## src/rtl/crc_pkg.sv

```systemverilog
package crc_pkg;
  localparam int CRC_W   = 16;
  localparam int PLEN_W  = 4;
  localparam int DEEP    = 16;
  localparam int SHALLOW = 8;
  localparam int CNT_W   = $clog2(DEEP + 1);
  localparam int PTR_W   = $clog2(DEEP);

  typedef enum logic [1:0] {
    SEL_CTRL = 2'd0,
    SEL_TAPS = 2'd1,
    SEL_SEED = 2'd2,
    SEL_DATA = 2'd3
  } reg_sel_e;

  // Queue depth for a width setting: wide words halve the depth.
  function automatic logic [CNT_W-1:0] depth_for(input logic [PLEN_W-1:0] plen);
    return (plen > PLEN_W'(7)) ? CNT_W'(SHALLOW) : CNT_W'(DEEP);
  endfunction

  // Ones in bits 0..plen.
  function automatic logic [CRC_W-1:0] width_mask(input logic [PLEN_W-1:0] plen);
    logic [CRC_W-1:0] m;
    m = '0;
    for (int i = 0; i < CRC_W; i++)
      if (i <= int'(plen)) m[i] = 1'b1;
    return m;
  endfunction
endpackage

```

## src/rtl/crc_word_fifo.sv

```systemverilog
module crc_word_fifo
  import crc_pkg::*;
#(
  parameter int DATA_W = CRC_W,
  parameter int DEPTH  = DEEP,
  parameter int SMALL  = SHALLOW,
  localparam int CW    = $clog2(DEPTH + 1),
  localparam int PW    = $clog2(DEPTH)
) (
  input  logic              clk,
  input  logic              rst_n,
  input  logic              hold,
  input  logic              wide,
  input  logic              push,
  input  logic [DATA_W-1:0] push_data,
  input  logic              pop,
  output logic [DATA_W-1:0] head,
  output logic [CW-1:0]     count,
  output logic              full,
  output logic              empty,
  output logic              wrap_evt,
  output logic              drain_evt
);
  logic [DATA_W-1:0] mem [DEPTH];
  logic [PW-1:0]     wr_ptr_q, rd_ptr_q;
  logic [CW-1:0]     count_q, depth_w;
  logic              do_pop;

  function automatic logic [PW-1:0] ptr_adv(input logic [PW-1:0] p,
                                            input logic [CW-1:0] d);
    return (p == PW'(d - CW'(1))) ? '0 : p + PW'(1);
  endfunction

  assign depth_w   = wide ? CW'(SMALL) : CW'(DEPTH);
  assign full      = (count_q == depth_w);
  assign empty     = (count_q == '0);
  assign wrap_evt  = push && full && !hold;
  assign do_pop    = pop && !empty && !hold && !wrap_evt;
  assign drain_evt = do_pop && !push && (count_q == CW'(1));
  assign head      = mem[rd_ptr_q];
  assign count     = count_q;

  always_ff @(posedge clk) begin
    if (push && !hold && !full) mem[wr_ptr_q] <= push_data;
  end

  always_ff @(posedge clk or negedge rst_n) begin
    if (!rst_n) begin
      wr_ptr_q <= '0;
      rd_ptr_q <= '0;
      count_q  <= '0;
    end else if (!hold) begin
      if (wrap_evt) begin
        wr_ptr_q <= '0;
        rd_ptr_q <= '0;
        count_q  <= '0;
      end else begin
        if (push)   wr_ptr_q <= ptr_adv(wr_ptr_q, depth_w);
        if (do_pop) rd_ptr_q <= ptr_adv(rd_ptr_q, depth_w);
        count_q <= count_q + CW'(push) - CW'(do_pop);
      end
    end
  end


  wrap_clear_chk: assert property (@(posedge clk) disable iff (!rst_n)
    wrap_evt |=> (count == '0) && empty);


  count_step_chk: assert property (@(posedge clk) disable iff (!rst_n)
    (!wrap_evt) |=> (count == $past(count)) || (count == $past(count) + CW'(1))
                    || (count + CW'(1) == $past(count)));


  drain_src_chk: assert property (@(posedge clk) disable iff (!rst_n)
    drain_evt |=> empty);
endmodule

```

## src/rtl/crc_bit_serializer.sv

```systemverilog
module crc_bit_serializer
  import crc_pkg::*;
#(
  parameter int DATA_W = CRC_W,
  parameter int LEN_W  = PLEN_W
) (
  input  logic              clk,
  input  logic              rst_n,
  input  logic              hold,
  input  logic              flush,
  input  logic              go,
  input  logic [LEN_W-1:0]  plen,
  input  logic              have_word,
  input  logic [DATA_W-1:0] head,
  output logic              bit_valid,
  output logic              bit_out,
  output logic              word_done
);
  logic [LEN_W-1:0] bit_idx_q;

  assign bit_valid = go && have_word && !hold && !flush;
  assign bit_out   = head[plen - bit_idx_q];
  assign word_done = bit_valid && (bit_idx_q == plen);

  always_ff @(posedge clk or negedge rst_n) begin
    if (!rst_n)                bit_idx_q <= '0;
    else if (flush && !hold)   bit_idx_q <= '0;
    else if (bit_valid)        bit_idx_q <= word_done ? '0 : bit_idx_q + LEN_W'(1);
  end


  no_go_shift_chk: assert property (@(posedge clk) disable iff (!rst_n)
    (!go || hold) |=> $stable(bit_idx_q) || $past(flush));
endmodule

```

## src/rtl/crc_lfsr_core.sv

```systemverilog
module crc_lfsr_core
  import crc_pkg::*;
#(
  parameter int WIDTH = CRC_W,
  parameter int LEN_W = PLEN_W
) (
  input  logic             clk,
  input  logic             rst_n,
  input  logic             hold,
  input  logic             seed_wr,
  input  logic [WIDTH-1:0] seed,
  input  logic             bit_valid,
  input  logic             din,
  input  logic [WIDTH-1:0] taps,
  input  logic [LEN_W-1:0] plen,
  output logic [WIDTH-1:0] state
);
  logic [WIDTH-1:0] state_q, nxt;
  logic             fb;

  assign fb = din ^ state_q[plen];

  generate
    for (genvar k = 0; k < WIDTH; k++) begin : g_tap
      if (k == 0) begin : g_lsb
        assign nxt[k] = taps[k] & fb;
      end else begin : g_mid
        assign nxt[k] = state_q[k-1] ^ (taps[k] & fb);
      end
    end
  endgenerate

  always_ff @(posedge clk or negedge rst_n) begin
    if (!rst_n)                 state_q <= '0;
    else if (seed_wr && !hold)  state_q <= seed;
    else if (bit_valid)         state_q <= nxt;
  end

  assign state = state_q;


  lfsr_idle_chk: assert property (@(posedge clk) disable iff (!rst_n)
    (!bit_valid && !(seed_wr && !hold)) |=> $stable(state));
endmodule

```

## src/rtl/crc_fifo_engine.sv

```systemverilog
module crc_fifo_engine
  import crc_pkg::*;
(
  input  logic                clk,
  input  logic                rst_n,
  input  logic                wr_en,
  input  logic [1:0]          wr_addr,
  input  logic [1:0]          wr_be,
  input  logic [CRC_W-1:0]    wr_data,
  input  logic                sleep_req,
  input  logic                idle_req,
  output logic [CRC_W-1:0]    crc_value,
  output logic [CNT_W-1:0]    word_count,
  output logic                fifo_full,
  output logic                fifo_empty,
  output logic                crc_irq
);
  localparam int HALF = CRC_W / 2;

  logic [PLEN_W-1:0] plen_q;
  logic              go_q, idle_stop_q, irq_q;
  logic [CRC_W-1:0]  taps_q;
  logic [HALF-1:0]   lo_hold_q;

  logic              susp, wr_ok, wide, data_wr, push, seed_wr;
  logic [CRC_W-1:0]  push_word, head, lfsr_state;
  logic              wrap_evt, drain_evt, bit_valid, bit_out, word_done;

  assign susp    = sleep_req || (idle_req && idle_stop_q);
  assign wr_ok   = wr_en && !susp;
  assign wide    = plen_q > PLEN_W'(7);
  assign data_wr = wr_ok && (wr_addr == SEL_DATA);
  assign seed_wr = wr_ok && (wr_addr == SEL_SEED);
  assign push    = data_wr && (wide ? wr_be[1] : wr_be[0]);

  always_comb begin
    if (wide)
      push_word = {wr_data[CRC_W-1:HALF], wr_be[0] ? wr_data[HALF-1:0] : lo_hold_q};
    else
      push_word = {{HALF{1'b0}}, wr_data[HALF-1:0]};
  end

  always_ff @(posedge clk or negedge rst_n) begin
    if (!rst_n) begin
      plen_q      <= '0;
      go_q        <= 1'b0;
      idle_stop_q <= 1'b0;
      taps_q      <= '0;
      lo_hold_q   <= '0;
      irq_q       <= 1'b0;
    end else begin
      irq_q <= drain_evt && !susp;
      if (wr_ok && wr_addr == SEL_CTRL) begin
        plen_q      <= wr_data[PLEN_W-1:0];
        go_q        <= wr_data[PLEN_W];
        idle_stop_q <= wr_data[PLEN_W+1];
      end
      if (wr_ok && wr_addr == SEL_TAPS) taps_q <= wr_data;
      if (data_wr && wr_be[0])          lo_hold_q <= wr_data[HALF-1:0];
    end
  end

  crc_word_fifo #(.DATA_W(CRC_W), .DEPTH(DEEP), .SMALL(SHALLOW)) u_fifo (
    .clk       (clk),
    .rst_n     (rst_n),
    .hold      (susp),
    .wide      (wide),
    .push      (push),
    .push_data (push_word),
    .pop       (word_done),
    .head      (head),
    .count     (word_count),
    .full      (fifo_full),
    .empty     (fifo_empty),
    .wrap_evt  (wrap_evt),
    .drain_evt (drain_evt)
  );

  crc_bit_serializer #(.DATA_W(CRC_W), .LEN_W(PLEN_W)) u_ser (
    .clk       (clk),
    .rst_n     (rst_n),
    .hold      (susp),
    .flush     (wrap_evt),
    .go        (go_q),
    .plen      (plen_q),
    .have_word (!fifo_empty),
    .head      (head),
    .bit_valid (bit_valid),
    .bit_out   (bit_out),
    .word_done (word_done)
  );

  crc_lfsr_core #(.WIDTH(CRC_W), .LEN_W(PLEN_W)) u_lfsr (
    .clk       (clk),
    .rst_n     (rst_n),
    .hold      (susp),
    .seed_wr   (seed_wr),
    .seed      (wr_data),
    .bit_valid (bit_valid),
    .din       (bit_out),
    .taps      (taps_q),
    .plen      (plen_q),
    .state     (lfsr_state)
  );

  assign crc_value = lfsr_state & width_mask(plen_q);
  assign crc_irq   = irq_q;


  irq_src_chk: assert property (@(posedge clk) disable iff (!rst_n)
    crc_irq |-> (word_count == '0) && ($past(word_count) == CNT_W'(1)));


  freeze_chk: assert property (@(posedge clk) disable iff (!rst_n)
    susp |=> $stable(word_count) && $stable(crc_value) && $stable(go_q));


  wrap_no_irq_chk: assert property (@(posedge clk) disable iff (!rst_n)
    wrap_evt |=> !crc_irq);


  full_depth_chk: assert property (@(posedge clk) disable iff (!rst_n)
    fifo_full |-> (word_count == depth_for(plen_q)));
endmodule

```

## config.mk

```make
export PLATFORM = sky130hd
export DESIGN_NAME = crc_fifo_engine
export DESIGN_NICKNAME = d
export VERILOG_FILES = /design/src/rtl/crc_pkg.sv /design/src/rtl/crc_word_fifo.sv /design/src/rtl/crc_bit_serializer.sv /design/src/rtl/crc_lfsr_core.sv /design/src/rtl/crc_fifo_engine.sv
export SDC_FILE = /design/constraint.sdc
export NUM_CORES = 1
export LEC_CHECK = 0
export BUFFER_PORTS_ARGS = -buffer_cell sky130_fd_sc_hd__buf_2
export CAP_MARGIN = 20
export CORE_MARGIN = 2
export CORE_UTILIZATION = 45
export DETAILED_ROUTE_END_ITERATION = 7
export PLACE_DENSITY_LB_ADDON = 0.08
export SETUP_SLACK_MARGIN = 0.1
export SYNTH_ARGS = -nofsm -noshare
export SYNTH_HDL_FRONTEND = slang
export SYNTH_HIERARCHICAL = 1
export SYNTH_SLANG_ARGS = --single-unit
```

## constraint.sdc

```tcl
create_clock -name clk -period 5.5 [get_ports clk]
set_input_delay 0.275 -clock clk [delete_from_list [all_inputs] [get_ports clk]]
set_output_delay 0.275 -clock clk [all_outputs]
set_load 0.01 [all_outputs]
```

==> results of run 1 <==
-- per-stage QoR --
stage	util, %	setup slack (ps)	instances	area [um^2]
2_1_floorplan	-	1180	935	14200
3_3_place_gp	47.7	1280	1351	14900
3_5_place_dp	47.7	1170	1351	14900
4_1_cts	51.5	1150	1414	16100
5_1_grt	51.7	769	1419	16200
6_report	51.7	1150	1419	16200
-- synthesized netlist by cell type, types with 16 or more instances --
library cell / n / area [um^2]
sky130_fd_sc_hd__nor2_1: 54 / 203
sky130_fd_sc_hd__edfxtp_1: 256 / 7690
sky130_fd_sc_hd__a221oi_1: 32 / 280
sky130_fd_sc_hd__mux4_2: 35 / 788
sky130_fd_sc_hd__mux2_4: 19 / 285
sky130_fd_sc_hd__inv_1: 38 / 143
sky130_fd_sc_hd__mux2_2: 20 / 225
sky130_fd_sc_hd__a21oi_1: 41 / 205
sky130_fd_sc_hd__mux2i_1: 78 / 781
sky130_fd_sc_hd__nand2_1: 32 / 120
sky130_fd_sc_hd__clkbuf_1: 38 / 143
sky130_fd_sc_hd__a22oi_1: 16 / 120
sky130_fd_sc_hd__o31ai_1: 19 / 143
sky130_fd_sc_hd__dfrtp_1: 64 / 1600
sky130_fd_sc_hd__o21ai_0: 23 / 115
-- power by group through the flow --
stage	logic, mW	clock network [mW]	registers [mW]
after detailed placement	1.97	0	3.06
after global placement	1.96	0	3.06
after floorplan	1.55	0	2.99
after global routing	2.16	2.54	3.04
after CTS	1.97	2.44	3.01
final	1.96	2.38	3.02
-- per-layer routing --
layer,up-vias,share of wire [%],track usage [%]
li1,3764,-,-
met1,4142,44,28.1
met2,201,50,33.8
met3,43,4.4,2.77
met4,0,1.7,4.85
met5,-,0,0
-- logic make-up (layout without fill, tap and decap cells) --
logic type / count (synthesis) / in the layout
compound gates: 163 / 163
xor+xnor: 10 / 10
fa+ha+maj: 17 / 17
buf+inv: 96 / 178
flops: 320 / 320
mux: 155 / 155
simple gates: 174 / 174
-- registers in the layout, summed over array words and instances, names as in the netlist --
register         flops
u_fifo/rd_ptr_q      4
u_lfsr/state        16
lo_hold_q            8
u_fifo/mem         256
crc_irq              1
u_ser/bit_idx_q      4
go_q                 1
u_fifo/wr_ptr_q      4
plen_q               4
idle_stop_q          1
u_fifo/count         5
taps_q              16
-- worst max-delay path, cell delays in order (launching register included) --
cell and delay (ps):
sky130_fd_sc_hd__dfrtp_1 450, sky130_fd_sc_hd__or3b_1 420, sky130_fd_sc_hd__a2111oi_4 480, sky130_fd_sc_hd__and2_1 510
sky130_fd_sc_hd__nor2_1 70, sky130_fd_sc_hd__nand3_1 130, sky130_fd_sc_hd__nor2_1 60, sky130_fd_sc_hd__or3b_2 290
sky130_fd_sc_hd__nor2_1 70, sky130_fd_sc_hd__ha_1 290, sky130_fd_sc_hd__inv_1 60, sky130_fd_sc_hd__ha_1 150
sky130_fd_sc_hd__inv_1 50, sky130_fd_sc_hd__fa_1 390, sky130_fd_sc_hd__nand2b_1 160, sky130_fd_sc_hd__a21oi_1 160
sky130_fd_sc_hd__xnor2_1 160, sky130_fd_sc_hd__nor4_1 70, sky130_fd_sc_hd__a221o_1 270
-- worst min path at each step --
| stage | depth (start not counted) | from | to |
|---|---|---|---|
| final | 2 | wr_data[11] | taps_q[11] |
| after floorplan | 0 | rst_n | crc_irq |
| after global routing | 2 | wr_data[10] | taps_q[10] |
| after detailed placement | 1 | taps_q[4] | taps_q[4] |
| after CTS | 2 | wr_data[10] | taps_q[10] |
| after global placement | 1 | taps_q[1] | taps_q[1] |
-- area by class of cell --
| class | count | area [um^2] | area share, % |
|---|---|---|---|
| Tap cell | 402 | 503 | 3.11 |
| Clock buffer | 42 | 933 | 5.76 |
| Clock inverter | 20 | 236 | 1.46 |
| Timing Repair Buffer | 77 | 523 | 3.23 |
| Sequential cell | 320 | 9290 | 57.4 |
| Multi-Input combinational cell | 519 | 4560 | 28.2 |
| Inverter | 39 | 146 | 0.904 |
==> flow_results.xml, run 1 <==
<?xml version="1.0" encoding="UTF-8"?>
<metrics>
  <group name="worst_hold_path">
    <metric name="timing.hold.worst.class" unit="">input pin to flip-flop</metric>
  </group>
  <group name="run_status">
    <metric name="outcome" unit="">finished clean</metric>
  </group>
  <group name="detailed_routing">
    <metric name="drt_pre_antenna_iters" unit="">5</metric>
    <metric name="dr_total_vias" unit="">8150</metric>
    <metric name="detail-route-antenna-nets" unit="">0</metric>
    <metric name="routed_wl" unit="mm">32.3</metric>
    <metric name="remaining_drc_errors" unit="">0</metric>
    <metric name="detail_route.iter0.violations" unit="">581</metric>
    <metric name="routed_via_density" unit="">5.74</metric>
    <metric name="wl_per_cell" unit="um">22.8</metric>
  </group>
  <group name="global_routing">
    <metric name="vias_in_the_first_global_route" unit="">8037</metric>
    <metric name="grt_util_all_layers" unit="%">20.2</metric>
    <metric name="antenna_found_initial" unit="">0</metric>
    <metric name="globalRouteOverflowTotal" unit="">0</metric>
    <metric name="grt_start_max_net_pins" unit="">65</metric>
    <metric name="grt_pass1_wl" unit="mm">50.0</metric>
  </group>
  <group name="yosys">
    <metric name="synth_edf_count" unit="">256</metric>
    <metric name="netlist_instances" unit="">935</metric>
    <metric name="asyncSetResetFlopFracSynth" unit="%">20.0</metric>
    <metric name="synth_flop_cell" unit="">sky130_fd_sc_hd__edfxtp_1</metric>
    <metric name="synth-seq-area-share" unit="%">65.3</metric>
    <metric name="synth-warning-count" unit="">6</metric>
    <metric name="syn-num-nets" unit="">977</metric>
    <metric name="synth_area" unit="um^2">14200</metric>
    <metric name="synth_compound_gate_area_share" unit="%">7.89</metric>
    <metric name="adder_and_majority_cell_fraction_of_the_synthesized_area" unit="%">1.60</metric>
    <metric name="synth_xor_xnor_area_share" unit="%">0.616</metric>
    <metric name="largest_family_of_logic_cells_by_synthesized_area" unit="">multiplexers</metric>
    <metric name="synth_mux_area_share" unit="%">15.2</metric>
    <metric name="yosys_register_bits" unit="">320</metric>
    <metric name="synth_simple_gate_area_share" unit="%">6.48</metric>
    <metric name="avgSynthCellArea" unit="um^2">15.2</metric>
    <metric name="yosys.cell_types.count" unit="">60</metric>
  </group>
  <group name="cts">
    <metric name="numClockSinks" unit="">320</metric>
    <metric name="cts_setup_buffers" unit="">0</metric>
    <metric name="hold_buffers" unit="">1</metric>
    <metric name="numCtsBuffers" unit="">35</metric>
    <metric name="clkSlewWorstSetupHoldPaths" unit="ps">60</metric>
    <metric name="post_cts_resized" unit="">0</metric>
    <metric name="clkLatencyLatePin" unit="ps">520</metric>
    <metric name="tritoncts_clock_tree" unit="">done</metric>
    <metric name="h-tree-depth" unit="">2</metric>
    <metric name="cts_root_buf" unit="">sky130_fd_sc_hd__clkbuf_16</metric>
    <metric name="cts-root-to-sink-buffers" unit="">3</metric>
  </group>
  <group name="placed_design">
    <metric name="buffer_ports.inserted" unit="">48</metric>
    <metric name="gp_congestion" unit="">0.775</metric>
    <metric name="place_hpwl" unit="mm">19.3</metric>
  </group>
  <group name="timing">
    <metric name="finalCriticalPeriod" unit="ps">4350</metric>
    <metric name="final_period_utilization" unit="%">79.1</metric>
    <metric name="finClkSkew" unit="ps">18.9</metric>
    <metric name="setup_violations" unit="">0</metric>
    <metric name="hold_viol_final" unit="">0</metric>
    <metric name="fin_setup_tns" unit="ps">0</metric>
    <metric name="grt_setup_unrepaired" unit="">no</metric>
    <metric name="fmax" unit="GHz">0.230</metric>
    <metric name="worstMarginPinSlew" unit="ps">1100</metric>
    <metric name="holdWs" unit="ps">46.0</metric>
    <metric name="maxSlewHeadroom" unit="%">26.5</metric>
    <metric name="slew_viol_final" unit="">0</metric>
  </group>
  <group name="worst_setup_path">
    <metric name="critical_path.startpoint_type" unit="">flip-flop</metric>
    <metric name="worst-r2r-setup-slack" unit="ps">1150</metric>
    <metric name="critical_path.endpoint_type" unit="">flip-flop</metric>
    <metric name="worstPathRequired" unit="ps">5890</metric>
    <metric name="timing.rr.start" unit="">u_fifo/count[4]</metric>
    <metric name="setup.worst_path.class" unit="">flip-flop to flip-flop</metric>
    <metric name="worst_setup_path_startpoint" unit="">u_fifo/count[4]</metric>
    <metric name="crit_arrival" unit="ps">4740</metric>
    <metric name="reg2reg_to" unit="">u_fifo/count[4]</metric>
    <metric name="critPathCapture" unit="">u_fifo/count[4]</metric>
    <metric name="r2r.worst_path.cells" unit="">18</metric>
    <metric name="timing.critical_path.fanout_max" unit="">13</metric>
  </group>
  <group name="finish">
    <metric name="antenna-diode-count" unit="">0</metric>
    <metric name="fillerInstances" unit="">2563</metric>
    <metric name="most-common-layout-cells" unit="">sky130_fd_sc_hd__edfxtp_1, sky130_fd_sc_hd__mux2i_1, sky130_fd_sc_hd__dfrtp_1</metric>
    <metric name="layout.cells.most_common" unit="">sky130_fd_sc_hd__edfxtp_1</metric>
    <metric name="finish.net_count" unit="">1034</metric>
    <metric name="syn_to_final_growth" unit="%">13.9</metric>
    <metric name="post_route_cells_drive_above_1_share" unit="%">21.9</metric>
  </group>
  <group name="pwr">
    <metric name="intPower" unit="mW">5.13</metric>
    <metric name="clock_power_share" unit="%">32.3</metric>
    <metric name="power" unit="mW">7.36</metric>
    <metric name="power.share.sequential" unit="%">41.0</metric>
    <metric name="power_density" unit="nW/um^2">454</metric>
    <metric name="net_sw_power" unit="mW">2.22</metric>
    <metric name="leakage" unit="nW">5.82</metric>
    <metric name="proportion_of_power_drawn_by_combinational_gates" unit="%">26.7</metric>
    <metric name="power.switching_fraction" unit="%">30.2</metric>
    <metric name="vdd.ir_drop.worst" unit="mV">0.427</metric>
  </group>
  <group name="floorplanning">
    <metric name="coreArea" unit="um^2">31300</metric>
    <metric name="die-width" unit="um">182</metric>
    <metric name="start_util" unit="%">45.4</metric>
    <metric name="die_area" unit="um^2">33000</metric>
    <metric name="io_pins" unit="">49</metric>
    <metric name="core.rowCount" unit="">65</metric>
    <metric name="die_height" unit="um">182</metric>
  </group>
  <group name="flow_run">
    <metric name="cap_violations" unit="">0</metric>
  </group>
</metrics>
No activity file was read; power rests on OpenSTA's default activity.
==> run 2, diff against run 1 <==
- clock period: 5.5 -> 4.1 ns (I/O delays scaled with it)
==> run 2 against run 1 <==
Against the previous run: die area unchanged; flip-flop and latch count is the same; maximum frequency increased by 14%; first-iteration DRC count is 4.3% lower; utilization rose by 1.1 points; wire length grew 4.8%; worst hold slack worse by 21 ps; via count is 2.2% higher; final cell count grew 2.3%; critical endpoint is now u_lfsr/state[9]; largest power group unchanged.
==> flow_results.xml, run 2 (synthesized netlist as in run 1, its figures left out) <==
<?xml version="1.0" encoding="UTF-8"?>
<metrics>
  <group name="run_status">
    <metric name="outcome" unit="">finished clean</metric>
  </group>
  <group name="worst_setup_path">
    <metric name="worstPathRequired" unit="ps">4540</metric>
    <metric name="critical_path.startpoint_type" unit="">flip-flop</metric>
    <metric name="slowest_delay" unit="ps">510</metric>
    <metric name="timing.rr.start" unit="">u_fifo/rd_ptr_q[0]</metric>
    <metric name="timing.critical_path.fanout_max" unit="">17</metric>
    <metric name="worst_path_max_delay_cell" unit="">sky130_fd_sc_hd__mux4_2</metric>
    <metric name="critical_path.top_delay_family" unit="">multiplexers</metric>
    <metric name="critical_path_cell_by_cell" unit="">buf_4 -&gt; clkbuf_16 -&gt; mux4_2 -&gt; a22oi_1 -&gt; nand2_1 -&gt; mux4_1 -&gt; mux2i_2 -&gt; mux2i_4 -&gt; nor2b_1 -&gt; mux2_2 -&gt; or4_1 -&gt; a31oi_1</metric>
    <metric name="setup.worst_path.class" unit="">flip-flop to flip-flop</metric>
    <metric name="crit_arrival" unit="ps">4270</metric>
    <metric name="worst_setup_path_startpoint" unit="">u_fifo/rd_ptr_q[0]</metric>
    <metric name="worstPathBufferInverterCount" unit="">2</metric>
    <metric name="critical_path.endpoint_type" unit="">flip-flop</metric>
  </group>
  <group name="floorplanning">
    <metric name="die_height" unit="um">182</metric>
    <metric name="die_area" unit="um^2">33000</metric>
    <metric name="die-width" unit="um">182</metric>
    <metric name="io_pins" unit="">49</metric>
    <metric name="core.rowCount" unit="">65</metric>
    <metric name="coreArea" unit="um^2">31300</metric>
    <metric name="start_util" unit="%">45.4</metric>
  </group>
  <group name="placed_design">
    <metric name="place_hpwl" unit="mm">20.6</metric>
    <metric name="dp_cells" unit="">1373</metric>
    <metric name="buffer_ports.inserted" unit="">48</metric>
    <metric name="gp_congestion" unit="">0.766</metric>
  </group>
  <group name="timing">
    <metric name="fin_setup_tns" unit="ps">0</metric>
    <metric name="fmax" unit="GHz">0.261</metric>
    <metric name="setup_violations" unit="">0</metric>
    <metric name="hold_viol_final" unit="">0</metric>
    <metric name="finalCriticalPeriod" unit="ps">3830</metric>
    <metric name="worstMarginPinSlew" unit="ps">1110</metric>
    <metric name="slew_viol_final" unit="">0</metric>
    <metric name="grt_setup_unrepaired" unit="">no</metric>
    <metric name="maxSlewHeadroom" unit="%">26.1</metric>
    <metric name="final_period_utilization" unit="%">93.5</metric>
    <metric name="finClkSkew" unit="ps">21.3</metric>
    <metric name="holdWs" unit="ps">24.7</metric>
  </group>
  <group name="finish">
    <metric name="largest_register_ffs" unit="">256</metric>
    <metric name="instances_no_fill" unit="">1452</metric>
    <metric name="regMostFlops" unit="">u_fifo/mem</metric>
    <metric name="finish.net_count" unit="">1066</metric>
    <metric name="post_route_cells_drive_above_1_share" unit="%">24.3</metric>
    <metric name="layout.cells.most_common" unit="">sky130_fd_sc_hd__edfxtp_1</metric>
    <metric name="syn_to_final_growth" unit="%">16.4</metric>
    <metric name="fillerInstances" unit="">2613</metric>
    <metric name="most-common-layout-cells" unit="">sky130_fd_sc_hd__edfxtp_1, sky130_fd_sc_hd__mux2i_1, sky130_fd_sc_hd__dfrtp_1</metric>
  </group>
  <group name="worst_hold_path">
    <metric name="hold_path_startpoint" unit="">wr_data[0]</metric>
    <metric name="timing.hold.worst.class" unit="">input pin to flip-flop</metric>
  </group>
  <group name="global_routing">
    <metric name="vias_in_the_first_global_route" unit="">8101</metric>
    <metric name="grt_util_all_layers" unit="%">20.6</metric>
    <metric name="grt_pass1_wl" unit="mm">50.8</metric>
    <metric name="globalRouteOverflowTotal" unit="">0</metric>
    <metric name="antenna_found_initial" unit="">0</metric>
    <metric name="grt_start_max_net_pins" unit="">48</metric>
  </group>
  <group name="cts">
    <metric name="numClockSinks" unit="">320</metric>
    <metric name="clkLatencyLatePin" unit="ps">520</metric>
    <metric name="clkSlewWorstSetupHoldPaths" unit="ps">60</metric>
    <metric name="h-tree-depth" unit="">2</metric>
    <metric name="cts-root-to-sink-buffers" unit="">3</metric>
    <metric name="cts_root_buf" unit="">sky130_fd_sc_hd__clkbuf_16</metric>
    <metric name="numCtsBuffers" unit="">34</metric>
    <metric name="tritoncts_clock_tree" unit="">done</metric>
  </group>
  <group name="flow_run">
    <metric name="cap_violations" unit="">0</metric>
  </group>
  <group name="pwr">
    <metric name="vdd.ir_drop.worst" unit="mV">0.368</metric>
    <metric name="power_density" unit="nW/um^2">616</metric>
    <metric name="leakage" unit="nW">5.96</metric>
  </group>
  <group name="detailed_routing">
    <metric name="routed_wl" unit="mm">33.9</metric>
    <metric name="detail-route-antenna-nets" unit="">0</metric>
    <metric name="remaining_drc_errors" unit="">0</metric>
    <metric name="drt_pre_antenna_iters" unit="">4</metric>
    <metric name="dr_total_vias" unit="">8327</metric>
    <metric name="wl_per_cell" unit="um">23.3</metric>
    <metric name="detail_route.iter0.violations" unit="">556</metric>
    <metric name="routed_via_density" unit="">5.73</metric>
  </group>
</metrics>
run 2: metrics by stage:
stage / util [%] / setup WS, ps / area (um^2) / total power [mW]
floorplan: - / 104 / 14300 / 6.10
global placement: 48.4 / 195 / 15200 / 6.89
detailed placement: 48.5 / 99.7 / 15200 / 6.91
CTS: 52.3 / 106 / 16400 / 10.0
global route: 52.9 / 89.3 / 16600 / 10.7
finish: 52.9 / 268 / 16600 / 10.2
run 2: layout make-up:
class | count | area (um^2) | share of cell area, %
sequential | 320 | 9290 | 56.1
multi-input combinational | 521 | 4660 | 28.1
clock buffer | 41 | 877 | 5.30
timing repair buffer | 108 | 853 | 5.15
tap | 402 | 503 | 3.04
clock inverter | 20 | 218 | 1.32
inverter | 39 | 146 | 0.884
antenna | 1 | 2.50 | 0.0151
run 2: repair_timing:
action | 4_1_cts | 5_1_grt
buffers inserted | 0 | 2
hold buffers | 11 | 0
setup endpoints to repair | 3 | 16
gates cloned | 0 | 3
gates resized for setup | 2 | 14
endpoints found under the hold margin | 40 | 0
pin swaps | 0 | 2
run 2: report_power, final:
part / leakage [nW] / switching [mW] / total (mW) / internal, mW
Combinational: 2.29 / 1.71 / 3.14 / 1.43
Sequential: 3.14 / 0.236 / 4.02 / 3.78
Clock: 0.531 / 1.26 / 3.05 / 1.79
Total: 5.96 / 3.20 / 10.2 / 7.00
run 2: routing by layer:
metal | track usage (%) | wire length [um]
met1 | 29.1 | 15300
met2 | 33.7 | 16400
met3 | 3.01 | 1400
met4 | 5.24 | 697
met5 | 0 | 0
run 2: final timing paths:
check / cells after the start / end / slack, ps
max: 12 / u_lfsr/state[9] / 270
max reg2reg: 12 / u_lfsr/state[9] / 270
min: 2 / taps_q[0] / 20
min in group asynchronous: 2 / u_fifo/count[3] / 280
max in group asynchronous: 3 / lo_hold_q[6] / 2830
min reg2reg: 1 / taps_q[1] / 510
run 2: worst reg2reg max path, cell delays in order, from the launching register on:
cell and delay [ps]:
sky130_fd_sc_hd__dfrtp_4 490, sky130_fd_sc_hd__buf_4 160, sky130_fd_sc_hd__clkbuf_16 210, sky130_fd_sc_hd__mux4_2 510
sky130_fd_sc_hd__a22oi_1 160, sky130_fd_sc_hd__nand2_1 80, sky130_fd_sc_hd__mux4_1 500, sky130_fd_sc_hd__mux2i_2 230
sky130_fd_sc_hd__mux2i_4 150, sky130_fd_sc_hd__nor2b_1 200, sky130_fd_sc_hd__mux2_2 370, sky130_fd_sc_hd__or4_1 500
sky130_fd_sc_hd__a31oi_1 180
